### src/rtl/sbus_ctl_pkg.sv
// Shared definitions for the serial bus control-status register.
// Assumes an 8-bit register. The field order is fixed because software
// decodes the readback by bit position.
package sbus_ctl_pkg;
    localparam int REG_W = 8;

    // Register image, most significant field first.
    typedef struct packed {
        logic busy_en;    // bit 7: plain storage
        logic ack_seen;   // bit 6: read-only, reads 0
        logic ack_en;     // bit 5: plain storage, blocks ack requests
        logic ack_req;    // bit 4: acknowledge request (self-clearing)
        logic cmd_flag;   // bit 3: command seen (read-only)
        logic rel_flag;   // bit 2: release seen (read-only)
        logic cmd_req;    // bit 1: command request (self-clearing)
        logic rel_req;    // bit 0: release request (self-clearing)
    } sbus_reg_t;
endpackage

### src/rtl/sbus_line_sync.sv
// Synchronizes the serial clock and data lines into the system clock
// domain. From the synchronized lines it flags a release (data rises while
// the clock is high), a command (data falls while the clock is high) and a
// falling edge of the serial clock. The outputs are single-cycle pulses.
// Assumes that both lines idle low during reset.
module sbus_line_sync #(
    parameter int STAGES = 2
) (
    input  logic clk,
    input  logic rst_n,
    input  logic sck_in,
    input  logic sdi_in,
    output logic rel_det,
    output logic cmd_det,
    output logic sck_fall
);
    logic [STAGES-1:0] sck_ff;
    logic [STAGES-1:0] sdi_ff;
    logic              sck_q;
    logic              sdi_q;
    logic              sck_s;
    logic              sdi_s;

    // Synchronizer chain: first stage samples the raw lines.
    always_ff @(posedge clk) begin
        if (!rst_n) begin
            sck_ff[0] <= 1'b0;
            sdi_ff[0] <= 1'b0;
        end else begin
            sck_ff[0] <= sck_in;
            sdi_ff[0] <= sdi_in;
        end
    end

    // Remaining synchronizer stages, one per extra stage.
    genvar g;
    generate
        for (g = 1; g < STAGES; g++) begin : g_stage
            always_ff @(posedge clk) begin
                if (!rst_n) begin
                    sck_ff[g] <= 1'b0;
                    sdi_ff[g] <= 1'b0;
                end else begin
                    sck_ff[g] <= sck_ff[g-1];
                    sdi_ff[g] <= sdi_ff[g-1];
                end
            end
        end
    endgenerate

    assign sck_s = sck_ff[STAGES-1];
    assign sdi_s = sdi_ff[STAGES-1];

    // Previous-value registers used for edge detection.
    always_ff @(posedge clk) begin
        if (!rst_n) begin
            sck_q <= 1'b0;
            sdi_q <= 1'b0;
        end else begin
            sck_q <= sck_s;
            sdi_q <= sdi_s;
        end
    end

    // Edge decode on the synchronized lines.
    always_comb begin
        rel_det  = sck_s & sdi_s & ~sdi_q;
        cmd_det  = sck_s & ~sdi_s & sdi_q;
        sck_fall = sck_q & ~sck_s;
    end

    // a release and a command can never be flagged together.
    assert_det_exclusive_R7: assert property (@(posedge clk) disable iff (!rst_n)
        !(rel_det && cmd_det));
endmodule

### src/rtl/sbus_frame_flags.sv
// Holds the release-seen and command-seen status flags.
// Assumes that the detect inputs are single-cycle pulses. When a clear
// and a set fall in the same cycle, the clear wins.
module sbus_frame_flags (
    input  logic clk,
    input  logic rst_n,
    input  logic port_en,
    input  logic rel_det,
    input  logic cmd_det,
    input  logic xfer_start,
    input  logic addr_mismatch,
    output logic rel_flag,
    output logic cmd_flag
);
    // Release flag: set by a release, cleared by a start or a mismatch.
    always_ff @(posedge clk) begin
        if (!rst_n)                                  rel_flag <= 1'b0;
        else if (!port_en || xfer_start || addr_mismatch) rel_flag <= 1'b0;
        else if (rel_det)                            rel_flag <= 1'b1;
    end

    // Command flag: set by a command, cleared by a start or a release.
    always_ff @(posedge clk) begin
        if (!rst_n)                               cmd_flag <= 1'b0;
        else if (!port_en || xfer_start || rel_det) cmd_flag <= 1'b0;
        else if (cmd_det)                         cmd_flag <= 1'b1;
    end

    assert_rel_clear_R6: assert property (@(posedge clk) disable iff (!rst_n)
        (xfer_start || addr_mismatch) |=> !rel_flag);
    assert_rel_set_R6: assert property (@(posedge clk) disable iff (!rst_n)
        (rel_det && port_en && !xfer_start && !addr_mismatch) |=> rel_flag);
    assert_cmd_clear_R7: assert property (@(posedge clk) disable iff (!rst_n)
        (xfer_start || rel_det) |=> !cmd_flag);
    assert_flags_off_R4: assert property (@(posedge clk) disable iff (!rst_n)
        !port_en |=> (!rel_flag && !cmd_flag));
endmodule

### src/rtl/sbus_ack_sched.sv
// Schedules one acknowledge bit. A request stays pending until the next
// synchronized serial-clock fall. At that fall the drive rises and holds
// for one serial-clock period. Assumes that set_req is already qualified
// by the port enable and by the acknowledge-enable field.
module sbus_ack_sched (
    input  logic clk,
    input  logic rst_n,
    input  logic port_en,
    input  logic set_req,
    input  logic xfer_start,
    input  logic sck_fall,
    output logic ack_pend,
    output logic ack_drive
);
    // Pending request: cancelled by a start, consumed by a clock fall.
    always_ff @(posedge clk) begin
        if (!rst_n || !port_en)       ack_pend <= 1'b0;
        else if (xfer_start)          ack_pend <= 1'b0;
        else if (set_req)             ack_pend <= 1'b1;
        else if (sck_fall)            ack_pend <= 1'b0;
    end

    // Drive level: updated only on serial-clock falls.
    always_ff @(posedge clk) begin
        if (!rst_n || !port_en)       ack_drive <= 1'b0;
        else if (sck_fall)            ack_drive <= ack_pend & ~xfer_start;
    end

    assert_ack_issue_R8: assert property (@(posedge clk) disable iff (!rst_n)
        (port_en && ack_pend && sck_fall && !xfer_start && !set_req)
        |=> (!ack_pend && ack_drive));
    assert_ack_cancel_R8: assert property (@(posedge clk) disable iff (!rst_n)
        xfer_start |=> !ack_pend);
    assert_ack_off_R4: assert property (@(posedge clk) disable iff (!rst_n)
        !port_en |=> !ack_drive);
endmodule

### src/rtl/sbus_ctl_status.sv
// Top of the serial bus control-status register. It holds the writable
// fields and the data-out latch, and it assembles the readback from the
// flag and acknowledge units. Assumes one write per cycle and that the
// strobes are single-cycle pulses in the clk domain.
module sbus_ctl_status
    import sbus_ctl_pkg::*;
#(
    parameter int SYNC_STAGES = 2
) (
    input  logic             clk,
    input  logic             rst_n,
    input  logic             port_en,
    input  logic             wr_en,
    input  logic [REG_W-1:0] wr_data,
    output logic [REG_W-1:0] rd_data,
    input  logic             sck_in,
    input  logic             sdi_in,
    input  logic             addr_mismatch,
    input  logic             xfer_start,
    output logic             so_latch,
    output logic             ack_drive
);
    sbus_reg_t wr_img;
    sbus_reg_t rd_img;
    logic      busy_en, ack_en, rel_req, cmd_req;
    logic      rel_det, cmd_det, sck_fall;
    logic      rel_flag, cmd_flag, ack_pend;
    logic      ack_set;

    assign wr_img  = sbus_reg_t'(wr_data);
    assign ack_set = port_en & wr_en & wr_img.ack_req & ~ack_en;

    sbus_line_sync #(.STAGES(SYNC_STAGES)) u_sync (
        .clk(clk), .rst_n(rst_n), .sck_in(sck_in), .sdi_in(sdi_in),
        .rel_det(rel_det), .cmd_det(cmd_det), .sck_fall(sck_fall)
    );

    sbus_frame_flags u_flags (
        .clk(clk), .rst_n(rst_n), .port_en(port_en),
        .rel_det(rel_det), .cmd_det(cmd_det),
        .xfer_start(xfer_start), .addr_mismatch(addr_mismatch),
        .rel_flag(rel_flag), .cmd_flag(cmd_flag)
    );

    sbus_ack_sched u_ack (
        .clk(clk), .rst_n(rst_n), .port_en(port_en), .set_req(ack_set),
        .xfer_start(xfer_start), .sck_fall(sck_fall),
        .ack_pend(ack_pend), .ack_drive(ack_drive)
    );

    // Plain storage fields, loaded by every write.
    always_ff @(posedge clk) begin
        if (!rst_n) begin
            busy_en <= 1'b0;
            ack_en  <= 1'b0;
        end else if (wr_en) begin
            busy_en <= wr_img.busy_en;
            ack_en  <= wr_img.ack_en;
        end
    end

    // Self-clearing framing requests, held for exactly one cycle.
    always_ff @(posedge clk) begin
        if (!rst_n) begin
            rel_req <= 1'b0;
            cmd_req <= 1'b0;
        end else begin
            rel_req <= port_en & wr_en & wr_img.rel_req;
            cmd_req <= port_en & wr_en & wr_img.cmd_req;
        end
    end

    // Data-out latch: a release sets it, a command clears it, release first.
    always_ff @(posedge clk) begin
        if (!rst_n)                  so_latch <= 1'b0;
        else if (port_en && rel_req) so_latch <= 1'b1;
        else if (port_en && cmd_req) so_latch <= 1'b0;
    end

    // Readback assembly; bit 6 has no source and reads 0.
    always_comb begin
        rd_img          = '0;
        rd_img.busy_en  = busy_en;
        rd_img.ack_en   = ack_en;
        rd_img.ack_req  = ack_pend;
        rd_img.cmd_flag = cmd_flag;
        rd_img.rel_flag = rel_flag;
        rd_img.cmd_req  = cmd_req;
        rd_img.rel_req  = rel_req;
        rd_data         = rd_img;
    end

    assert_rel_pulse_R2: assert property (@(posedge clk) disable iff (!rst_n)
        (rel_req && !wr_en) |=> !rel_req);
    assert_rel_drive_R2: assert property (@(posedge clk) disable iff (!rst_n)
        (rel_req && port_en) |=> so_latch);
    assert_cmd_drive_R3: assert property (@(posedge clk) disable iff (!rst_n)
        (cmd_req && !rel_req && port_en) |=> !so_latch);
    assert_latch_hold_R4: assert property (@(posedge clk) disable iff (!rst_n)
        !port_en |=> $stable(so_latch));
    assert_ack_block_R8: assert property (@(posedge clk) disable iff (!rst_n)
        (ack_en && !ack_pend && !xfer_start) |=> !ack_pend);
endmodule

### config.mk
export PLATFORM = sky130hd
export DESIGN_NAME = sbus_ctl_status
export DESIGN_NICKNAME = d
export VERILOG_FILES = /design/src/rtl/sbus_ctl_pkg.sv /design/src/rtl/sbus_line_sync.sv /design/src/rtl/sbus_frame_flags.sv /design/src/rtl/sbus_ack_sched.sv /design/src/rtl/sbus_ctl_status.sv
export SDC_FILE = /design/constraint.sdc
export NUM_CORES = 1
export LEC_CHECK = 0
export BUFFER_PORTS_ARGS = -buffer_cell sky130_fd_sc_hd__buf_2
export CORE_ASPECT_RATIO = 1.25
export CORE_MARGIN = 4
export CORE_UTILIZATION = 35
export CTS_CLUSTER_DIAMETER = 60
export DETAILED_ROUTE_END_ITERATION = 8
export MAX_ROUTING_LAYER = met4
export PLACE_DENSITY = 0.71
export SETUP_SLACK_MARGIN = 0.02
export SLEW_MARGIN = 15
export SYNTH_ARGS = -nofsm -noshare
export SYNTH_HDL_FRONTEND = slang
export SYNTH_SLANG_ARGS = --single-unit
### constraint.sdc
create_clock -name clk -period 0.8 [get_ports clk]
set_input_delay 0.24 -clock clk [delete_from_list [all_inputs] [get_ports clk]]
set_output_delay 0.24 -clock clk [all_outputs]
set_load 0.005 [all_outputs]
==> out/results.ini <==
[layout]
nNetsFinal = 96
layout.area.seq_um2 = 317
layout-drive-gt1-share_pct = 67.1
multi_input_area_um2 = 238
area_growth_pct = 36.7
fillerInstances = 164
design_area_um2 = 792
n_antenna_cell = 0

[route]
wl_um = 1010
avgRoutedWirePerCell_um = 10.4
drtIter0Drc = 0
drcViolationCount = 0
vias_per_cell = 4.56
drt-pass1-iter-count = 1
antenna_left = 0
via_count = 442

[global_route]
grt-ovfl-total = 0
grt_pass1_vias = 430
track_usage_pct = 10.8
grt_pass1_wl_um = 1740
grt_max_degree = 10
grt_antenna_before_repair = 0

[critical_path]
startpoint_type = flop
crit_end = rd_data[4]
cp_num_cells = 1
r2r_cells = 4
critPathSlowestCell = dfxtp_2
crit_path_start = u_ack.ack_pend$_SDFFE_PP0P_
crit_arrival_ns = 0.72
worst-setup-path-type = reg2out
reg2reg_from = ack_en$_SDFFE_PN0P_
cp_top_family = flip-flops
reg2reg_to = u_ack.ack_pend$_SDFFE_PP0P_
cp_cell_sequence = buf_6
critical_path_required_ns = 0.56
r2r_slack_ns = -0.12
path_buf_inv = 1
critPathMaxFanout = 3
max_stage_delay_ns = 0.34
worst_setup_path_end_kind = output pin

[timing]
period_minus_slack_ns = 0.964
hold_ws_ns = 0.112
timing.final.crit_share_pct = 121
rsz0062_at_grt = yes
hold_viol_final = 0
slew_violations = 0
worst_slack_ns = -0.164
skew_ns = 0.000690
final-setup-viol-count = 12
fmax_mhz = 1040

[clock_tree]
cts_buffer_depth = 2
clock_sinks = 15
clk_latency_ns = 0.28
htreeDepth = 1
hold_buffers = 0
cts_made_buffers = 3
cts_tree = done
path_clk_slew_ns = 0.09
cts_root_buf = clkbuf_4

[worst_hold_path]
min_path_type = in2reg

[logic_synthesis]
syn_inst = 55
syn_area_per_cell_um2 = 10.5
yosysSeqAreaShare_pct = 51.8
synthDistinctLibCells = 23
ys_seq_elements = 15
yosysWarnings = 0
syn-num-nets = 71
syn-cell-area_um2 = 579

[die]
ios = 26
fp.dieH_um = 53.5
die_w_um = 44.4
die_area_mm2 = 0.00237
rows = 16
core-area_mm2 = 0.00156
floorplan.initialDensity_pct = 37.1

[placed_design]
pre_cts_ws_ns = -0.0520
hpwl_um = 779
finalWeightedCongestion = 0.621
portBuffers = 21
dpl_cell_area_um2 = 683

[pwr]
leakagePower_nw = 0.358
ir_worst_vdd_uv = 1080
power-per-cell-area_mw_per_mm2 = 1680

[job]
cap_violations = 0

[status]
violations = setup timing
status = finished, violations left

[where the power goes]
part	switching [mW]	internal (mW)	total, mW
logic	0.0477	0.0765	0.124
clock network	0.239	0.185	0.424
registers	0.0154	0.769	0.784
total	0.302	1.03	1.33
[metrics by stage]
stage | utilization (%) | power, mW | std cells | TNS [ns]
after global routing | 50.7 | 1.42 | 97 | -2.26
after detailed placement | 43.8 | 0.910 | 90 | -0.120
after global placement | 43.8 | 0.906 | 90 | -0.0659
final | 50.7 | 1.33 | 97 | -1.65
after CTS | 48.6 | 1.34 | 96 | -1.69
after floorplan | - | 0.855 | 55 | 0
[logic make-up after synthesis]
kind of cell	Yosys count	synth area share [%]
other	1	0.647
buffers and inverters	10	11.9
flip-flops	15	51.8
multiplexers	2	3.46
AO/OA/AOI/OAI	6	6.48
AND/OR/NAND/NOR	21	25.7
[cell type report]
type	instances	share of cell area, %
Clock buffer	3	2.84
Clock inverter	1	0.632
Inverter	1	0.474
Multi-Input combinational cell	30	30.0
Sequential cell	15	40.0
Tap cell	18	2.84
Timing Repair Buffer	29	23.2
[per-layer routing]
metal  up-vias  global-route usage, %  wire length (um)
met5         -                      -                 0
met4         0                   6.03                 7
met3         2                   4.08                74
met2        14                   18.2               521
met1       201                   10.5               402
li1        225                      -                 -
[cell usage after synthesis]
cell type | number | area, um^2
and2_2 | 1 | 7.51
and4_1 | 2 | 17.5
inv_1 | 1 | 3.75
conb_1 | 1 | 3.75
nand2_1 | 1 | 3.75
dfxtp_1 | 15 | 300
mux2i_1 | 2 | 20.0
nor4_2 | 1 | 12.5
nor3_2 | 1 | 10.0
nor4bb_1 | 1 | 10.0
and2_1 | 5 | 31.3
a22oi_1 | 1 | 7.51
nand2b_1 | 2 | 12.5
and4b_1 | 1 | 10.0
nand2_2 | 1 | 6.26
a31oi_1 | 1 | 6.26
a21oi_1 | 3 | 15.0
buf_4 | 8 | 60.1
clkbuf_2 | 1 | 5.00
nor3_1 | 1 | 5.00
nor2_1 | 1 | 3.75
nor2b_1 | 3 | 18.8
a2bb2oi_1 | 1 | 8.76
[worst min-delay path by stage]
| stage | start | endpoint | slack, ns | cells after the start |
|---|---|---|---|---|
| floorplan | xfer_start | u_ack.ack_pend$_SDFFE_PP0P_ | 0.31 | 1 |
| global placement | u_sync.sdi_ff[0]$_SDFF_PN0_ | u_sync.sdi_s$_SDFF_PN0_ | 0.41 | 1 |
| detailed placement | addr_mismatch | u_flags.rel_flag$_SDFFE_PP0P_ | 0.42 | 2 |
| CTS | addr_mismatch | u_flags.rel_flag$_SDFFE_PP0P_ | 0.10 | 2 |
| global route | addr_mismatch | u_flags.rel_flag$_SDFFE_PP0P_ | 0.09 | 2 |
| finish | addr_mismatch | u_flags.rel_flag$_SDFFE_PP0P_ | 0.11 | 2 |
[placed cells by master, fill, tap and decap left out, types with 2 or more instances in the layout]
cell / instances
nor2b_1: 3
mux2i_1: 2
dfxtp_1: 4
clkbuf_4: 3
buf_6: 3
a21oi_2: 2
buf_2: 18
buf_4: 8
dfxtp_2: 10
and4_1: 2
and2_1: 5
[repair_timing]
item	CTS	global route
gates resized for setup	14	5
endpoints found under the setup margin	12	13
hold endpoints to repair	0	0
buffers inserted	2	1
pin swaps	2	0
(Power assumes the default switching activity.)
